[src/rtl/ubx_pkg.sv]
package ubx_pkg;

  typedef enum logic [1:0] {
    LANE_KEEP    = 2'd0,
    LANE_PASS    = 2'd1,
    LANE_CAPTURE = 2'd2
  } lane_mode_e;

  // Rising edge seen between two consecutive samples.
  function automatic logic rise_seen(input logic now_s, input logic prev_s);
    return now_s & ~prev_s;
  endfunction

  // Mode for one direction, highest precedence first.
  function automatic lane_mode_e pick_mode(input logic le,
                                           input logic clk_en_n,
                                           input logic rise);
    if (le)
      return LANE_PASS;
    else if (!clk_en_n && rise)
      return LANE_CAPTURE;
    else
      return LANE_KEEP;
  endfunction

  // Merge driven bits with held bits.
  function automatic logic merge_bit(input logic drv, input logic val,
                                     input logic held);
    return drv ? val : held;
  endfunction

endpackage

[src/rtl/ubx_bus_hold.sv]
module ubx_bus_hold #(
  parameter int DATA_W = 18
) (
  input  logic              clk,
  input  logic              rst_n,
  input  logic [DATA_W-1:0] pin_val,
  input  logic [DATA_W-1:0] pin_drv,
  output logic [DATA_W-1:0] eff,
  output logic [DATA_W-1:0] held
);
  import ubx_pkg::*;

  for (genvar i = 0; i < DATA_W; i++) begin : g_bit
    logic hq;
    assign eff[i]  = merge_bit(pin_drv[i], pin_val[i], hq);
    assign held[i] = hq;
    always_ff @(posedge clk) begin
      if (!rst_n) hq <= 1'b0;
      else        hq <= eff[i];
    end
  end

endmodule

[src/rtl/ubx_lane.sv]
module ubx_lane #(
  parameter int DATA_W = 18
) (
  input  logic                clk,
  input  logic                rst_n,
  input  logic [DATA_W-1:0]   din_eff,
  input  logic                le,
  input  logic                dclk,
  input  logic                dclk_en_n,
  input  logic                oe_n,
  output logic [DATA_W-1:0]   dout,
  output logic                drive,
  output ubx_pkg::lane_mode_e mode,
  output logic                rise
);
  import ubx_pkg::*;

  logic              dclk_q;
  logic [DATA_W-1:0] store_q;
  logic              drive_q;

  assign rise = rise_seen(dclk, dclk_q);
  assign mode = pick_mode(le, dclk_en_n, rise);

  // Reset value 1 so a clock already high is not an edge.
  always_ff @(posedge clk) begin
    if (!rst_n) dclk_q <= 1'b1;
    else        dclk_q <= dclk;
  end

  always_ff @(posedge clk) begin
    if (!rst_n) begin
      store_q <= '0;
    end else begin
      unique case (mode)
        LANE_PASS, LANE_CAPTURE: store_q <= din_eff;
        default:                 store_q <= store_q;
      endcase
    end
  end

  always_ff @(posedge clk) begin
    if (!rst_n) drive_q <= 1'b0;
    else        drive_q <= ~oe_n;
  end

  assign dout  = (mode == LANE_PASS) ? din_eff : store_q;
  assign drive = drive_q;

endmodule

[src/rtl/ubx_xcvr.sv]
module ubx_xcvr #(
  parameter int DATA_W = 18
) (
  input  logic              clk,
  input  logic              rst_n,
  input  logic [DATA_W-1:0] a_din,
  input  logic [DATA_W-1:0] a_drive,
  output logic [DATA_W-1:0] a_dout,
  output logic              a_oe,
  input  logic [DATA_W-1:0] b_din,
  input  logic [DATA_W-1:0] b_drive,
  output logic [DATA_W-1:0] b_dout,
  output logic              b_oe,
  input  logic              ab_oe_n,
  input  logic              ab_le,
  input  logic              ab_dclk,
  input  logic              ab_dclk_en_n,
  input  logic              ba_oe_n,
  input  logic              ba_le,
  input  logic              ba_dclk,
  input  logic              ba_dclk_en_n
);
  import ubx_pkg::*;

  // Named internal events for the checker.
  logic [DATA_W-1:0] a_eff, b_eff, a_held, b_held;
  lane_mode_e        ab_mode, ba_mode;
  logic              ab_rise, ba_rise;

  ubx_bus_hold #(.DATA_W(DATA_W)) u_hold_a (
    .clk(clk), .rst_n(rst_n), .pin_val(a_din), .pin_drv(a_drive),
    .eff(a_eff), .held(a_held)
  );

  ubx_bus_hold #(.DATA_W(DATA_W)) u_hold_b (
    .clk(clk), .rst_n(rst_n), .pin_val(b_din), .pin_drv(b_drive),
    .eff(b_eff), .held(b_held)
  );

  ubx_lane #(.DATA_W(DATA_W)) u_lane_ab (
    .clk(clk), .rst_n(rst_n), .din_eff(a_eff), .le(ab_le),
    .dclk(ab_dclk), .dclk_en_n(ab_dclk_en_n), .oe_n(ab_oe_n),
    .dout(b_dout), .drive(b_oe), .mode(ab_mode), .rise(ab_rise)
  );

  ubx_lane #(.DATA_W(DATA_W)) u_lane_ba (
    .clk(clk), .rst_n(rst_n), .din_eff(b_eff), .le(ba_le),
    .dclk(ba_dclk), .dclk_en_n(ba_dclk_en_n), .oe_n(ba_oe_n),
    .dout(a_dout), .drive(a_oe), .mode(ba_mode), .rise(ba_rise)
  );

endmodule

[config.mk]
export PLATFORM = sky130hd
export DESIGN_NAME = ubx_xcvr
export DESIGN_NICKNAME = d
export VERILOG_FILES = /design/src/rtl/ubx_pkg.sv /design/src/rtl/ubx_bus_hold.sv /design/src/rtl/ubx_lane.sv /design/src/rtl/ubx_xcvr.sv
export SDC_FILE = /design/constraint.sdc
export NUM_CORES = 1
export LEC_CHECK = 0
export BUFFER_PORTS_ARGS = -buffer_cell sky130_fd_sc_hd__buf_2
export CAP_MARGIN = 20
export CORE_MARGIN = 3
export CORE_UTILIZATION = 55
export CTS_BUF_LIST = sky130_fd_sc_hd__clkbuf_2 sky130_fd_sc_hd__clkbuf_4 sky130_fd_sc_hd__clkbuf_8
export DETAILED_ROUTE_END_ITERATION = 8
export PLACE_DENSITY = 0.94
export SLEW_MARGIN = 30
export SYNTH_ARGS = -nofsm -noshare
export SYNTH_HDL_FRONTEND = slang
export SYNTH_SLANG_ARGS = --single-unit
[constraint.sdc]
create_clock -name clk -period 4.3 [get_ports clk]
set_input_delay 1.29 -clock clk [delete_from_list [all_inputs] [get_ports clk]]
set_output_delay 1.29 -clock clk [all_outputs]
set_load 0.02 [all_outputs]
[After elaboration in Yosys (flattened, before gate mapping)]
Cells that the tools add are included.
Operators by class
  equal/unequal tests: 4
  mux-type cells: 42
  bitwise gates (word level): 6
  reductions and logical operators: 6
Operator list (number)
  $mux 1: 36
  $mux 18: 2
  $mux 2: 4
  $eq 2x1->1 const B: 2
  $eq 2x2->1 const B: 2
  $not 1->1: 4
  $reduce_or 2->1: 2
  $and 1x1->1: 2
  $logic_and 1x1->1: 2
  $logic_not 1->1: 2
Word-level totals
  register bits: 76
  input port bits: 82
  output and inout bits: 38
  logic and storage cells: 100

[Longest topological paths before layout]
  depth in word-level cells: 7
  mapped depth: 4
  gate-level depth less buffers: 3

[Cells and area by module]
Synthesis repeated with hierarchy kept, for this count alone.
Unflattened totals
  cell total of the unflattened synthesis: 360
  area total of the unflattened synthesis: 3863.7 um2
By module, submodules not included
  ubx_lane: times used 2, cells an instance 107, area each 1043.5 um2, sequential area each 400.4 um2
  ubx_bus_hold: times used 2, cells an instance 73, area each 888.4 um2, sequential area each 360.3 um2

[Least setup slack after synthesis]
Ideal clock, no wire load.
  path type: input to output
  start point: in ba_le
  end point: out a_dout[10]
  arrival time: 2084 ps
  data required time: 3010 ps
  path slack: 926 ps
  stages: 4
  path buffers: 2
  path through: buf_6 > clkbuf_1 > nor2_1 > a21oi_1
Between the ends
  cells in the longest elaborated chain, start to end: 3
Ends and longest elaborated chain
  from (decl): RTL line ubx_xcvr.sv:19  | input logic ba_le,
  $mux 2: RTL line ubx_pkg.sv:18  | if (le)
  $eq 2x1->1: RTL line ubx_lane.sv:47  | assign dout = (mode == LANE_PASS) ? din_eff : store_q;
  $mux 18: RTL line ubx_lane.sv:47
  to (decl): RTL line ubx_xcvr.sv:8  | output logic [DATA_W-1:0] a_dout,
No other way between the ends.

[Worst setup path after layout]
  start point: in ab_le
  end point: out b_dout[7]
Between the ends
  cells in the longest elaborated chain, start to end: 3
Ends and longest elaborated chain
  from (decl): RTL line ubx_xcvr.sv:15  | input logic ab_le,
  $mux 2: RTL line ubx_pkg.sv:18
  $eq 2x1->1: RTL line ubx_lane.sv:47
  $mux 18: RTL line ubx_lane.sv:47
  to (decl): RTL line ubx_xcvr.sv:12  | output logic [DATA_W-1:0] b_dout,
No other way between the ends.

==> results summary <==
By area the synthesized netlist is led by dfxtp_1 46%, mux2i_1 11%, mux2_4 9.1%. The count of final max-slew check failures is 0. The worst hold path terminates at u_hold_a.g_bit[6].hq. STA classifies the critical path startpoint as an input port.

Summed over all failing endpoints, the final setup total negative slack is 0 ns. The average wire length per cell after detail routing came out at roughly 14 um. The worst endpoint data arrival time came out at 2.32 ns. In the global route stage, overall resource usage came out at 0.202. The count of nets left with antenna violations once routing finished came out at 0. The post-synth design cell area is 0.00331 sq mm.

The synthesized netlist cell count is roughly 320. The number of design-rule violations left by the first detailed-router iteration is 99. The dominant cell by count in the synthesized netlist is dfxtp_1.

In this run the worst hold path is classified as flop to flop. The pin count of the biggest net entering global routing is 77. The nature of the critical path endpoint is an output pin. Measured in cells, the most critical reg-to-reg path has a length of 3. The area enclosed by the die boundary came out at 0.00698 sq mm. The measured slew at the worst slew-check pin is approximately 0.76 ns. The number of levels the H-tree was split into came out at 3. The most used flip-flop cell after synthesis is dfxtp_1. Between clock sinks in the finished design, the worst skew comes to roughly 0.0080 ns. The multi-input combinational cells in the finished layout cover a total of around 0.0017 sq mm.

The relative max-transition margin came out at 0.492. The count of hold-fix buffers inserted at cts came out at 0. The worst-skew pair later-pin latency came out at ~0.34 ns. The number of setup buffers added after CTS came out at 0. The minimum clock period after layout came out at ~3.6 ns.

The clock buffer count from CTS came out at 9. The post-synthesis to final-layout area growth came out at 24.2%. Counting every net in the synthesized netlist gives 400.

The distinct cell type count of the synthesized netlist is 15. The CTS tree is built. 0 antenna diodes ended up in the layout.

The height of the die came out at 83.6 um. The count of flip-flops with a built-in enable after synthesis is 0. The endpoint identified for the worst register-to-register timing path is u_lane_ab.store_q[2]. In this run the cell area measured after placement is 0.00388 sq mm. The data required time at the worst endpoint is 3.01 ns. The post-route fraction of the period consumed by the critical path is 0.841. The sequential cell area came out at around 0.0015 sq mm.

The I/O pin total is 120. The average vias per placed instance is about 5.1. The worst register-to-register path begins at u_lane_ab.dclk_q.

In this run the most critical hold path is launched from u_hold_a.g_bit[6].hq. The total of flip-flops plus latches after synthesis came out at 76. The register clock-pin slew on the reported worst setup and hold paths is about 0.080 ns. The count of port buffers added during placement came out at ~120.

The clock tree buffer depth came out at 2. The number of instances on the worst hold path is 2. The Yosys warning count is 0.

The final design area excluding fillers is 0.00411 sq mm. The total routed wirelength is 6.96 mm. The region available for standard cell placement spans 0.00568 sq mm. The total of cells resized after clock tree synthesis came out at 0. Of all cell types, the one taking the most synthesized area is dfxtp_1. The maximum clock frequency came out at 277 MHz.

The detailed-route DRC error count came out at 0. The initial core utilization came out at 0.583. The residual overflow from global routing is 0. The share of synthesized area occupied by flip-flops and latches came out at 0.460. After synthesis, the most frequently instantiated cells are 76 x dfxtp_1, 38 x nor2_1, 38 x nor2b_1.

The largest fanout on the critical path came out at 37. At the end of routability-driven placement, the weighted congestion stood at 0.772. Setup violations remaining at the end of the flow were counted as 0. The flow ran to the end, and the final reports show no timing, DRC or antenna violations. The fraction of final layout cells with drive strength greater than 1 is 0.398.

The fraction of synthesis flops using an asynchronous set or reset pin is 0. For this design the static power due to leakage is 1.99 nW. The number of nets in the layout is 512.

The filler cell count in the final layout is 420. The total count of hold-check failures in the final report is 0. The number of rows created at floorplan is 27.

The slack of the worst reg-to-reg path is ~2.8 ns. The critical path is of the input port to output pin type. The share of the synthesized area in the top cell type came out at 0.460. The total power per unit cell area came out at 398 mW/mm^2. The number of sinks on the clock net came out at 76. CTS placed an instance of clkbuf_8 at the clock tree root. The count of TritonRoute iterations in the first routing pass came out at 4. In this run the mean area of a mapped cell was 10.4 sq um. The number of antenna violations at the first check in global routing is 0. The number of global-route vias before repair is 2594.

The count of max-cap constraint violations is 0. The final route contains 2567 vias. The wire length of the first global-routing pass came out at about 12 mm. The peak supply drop is 0.280 mV. The half-perimeter wire length of the detailed placement result is 4.93 mm. The die width is 83.6 um. Setup repair after global routing left no endpoint under its margin.
critical path, cell delays in order:
cell and delay (ns):
buf_2 0.52, nor2_1 0.11, a21oi_1 0.20, buf_2 0.20
report_power, final:
group	internal [mW]	switching, mW	total [mW]
combinational	0.120	0.143	0.263
clock	0.351	0.260	0.611
sequential	0.746	0.0155	0.761
total	1.22	0.418	1.64
cells by family (layout without fill, tap and decap cells):
kind of cell,Yosys count,after routing,synth area share
buf+inv,18,135,0.0352
simple gates,114,114,0.187
flops,76,76,0.460
compound gates,38,38,0.0643
mux,72,72,0.254
cell usage in the layout (no fill, tap or decap), types with 10 or more instances in the layout:
| master | instances |
|---|---|
| and2_1 | 20 |
| clkbuf_8 | 10 |
| and2_0 | 16 |
| nor2_1 | 38 |
| mux2i_1 | 36 |
| dfxtp_1 | 76 |
| a21oi_1 | 36 |
| buf_2 | 118 |
| mux2_2 | 16 |
| nor2b_1 | 38 |
| mux2_4 | 20 |
layout make-up:
class,instances,share of cell area
Multi-Input combinational cell,224,0.407
Timing Repair Buffer,119,0.146
Sequential cell,76,0.370
Tap cell,72,0.0219
Clock inverter,5,0.0204
Clock buffer,11,0.0353
layer usage:
| metal | part of all wire | up-vias | wire (um) | track usage |
|---|---|---|---|---|
| met5 | 0 | - | 0 | 0 |
| met4 | 0.019 | 0 | 132 | 0.0789 |
| met3 | 0.056 | 13 | 392 | 0.0543 |
| met2 | 0.51 | 77 | 3520 | 0.352 |
| met1 | 0.42 | 1193 | 2910 | 0.234 |
| li1 | - | 1284 | - | - |
how the worst max path moves through the flow:
stage	to	start	depth (start not counted)
after floorplan	a_dout[10]	ba_le	4
after global placement	a_dout[17]	ba_le	4
after detailed placement	b_dout[7]	ab_le	4
after CTS	b_dout[7]	ab_le	4
after global routing	b_dout[2]	ab_le	4
final	b_dout[7]	ab_le	4
sequential cells by signal (all words and copies together) (netlist names):
name	count
u_hold_b.g_bit.hq	18
u_hold_a.g_bit.hq	18
u_lane_ab.store_q	18
u_lane_ba.dclk_q	1
u_lane_ab.dclk_q	1
u_lane_ab.drive	1
u_lane_ba.drive	1
u_lane_ba.store_q	18
per-stage QoR:
stage / utilization / power (mW) / cells / hold slack, ns / setup WS (ns)
2_1_floorplan: - / 0.951 / 318 / 0.511 / 0.926
3_3_place_gp: 0.683 / 1.03 / 491 / 0.529 / 0.785
3_5_place_dp: 0.683 / 1.04 / 491 / 0.550 / 0.710
4_1_cts: 0.724 / 1.65 / 507 / 0.577 / 0.708
5_1_grt: 0.724 / 1.71 / 507 / 0.616 / 0.612
6_report: 0.724 / 1.64 / 507 / 0.570 / 0.686
Note: power is estimated with default switching activity, not from simulation.
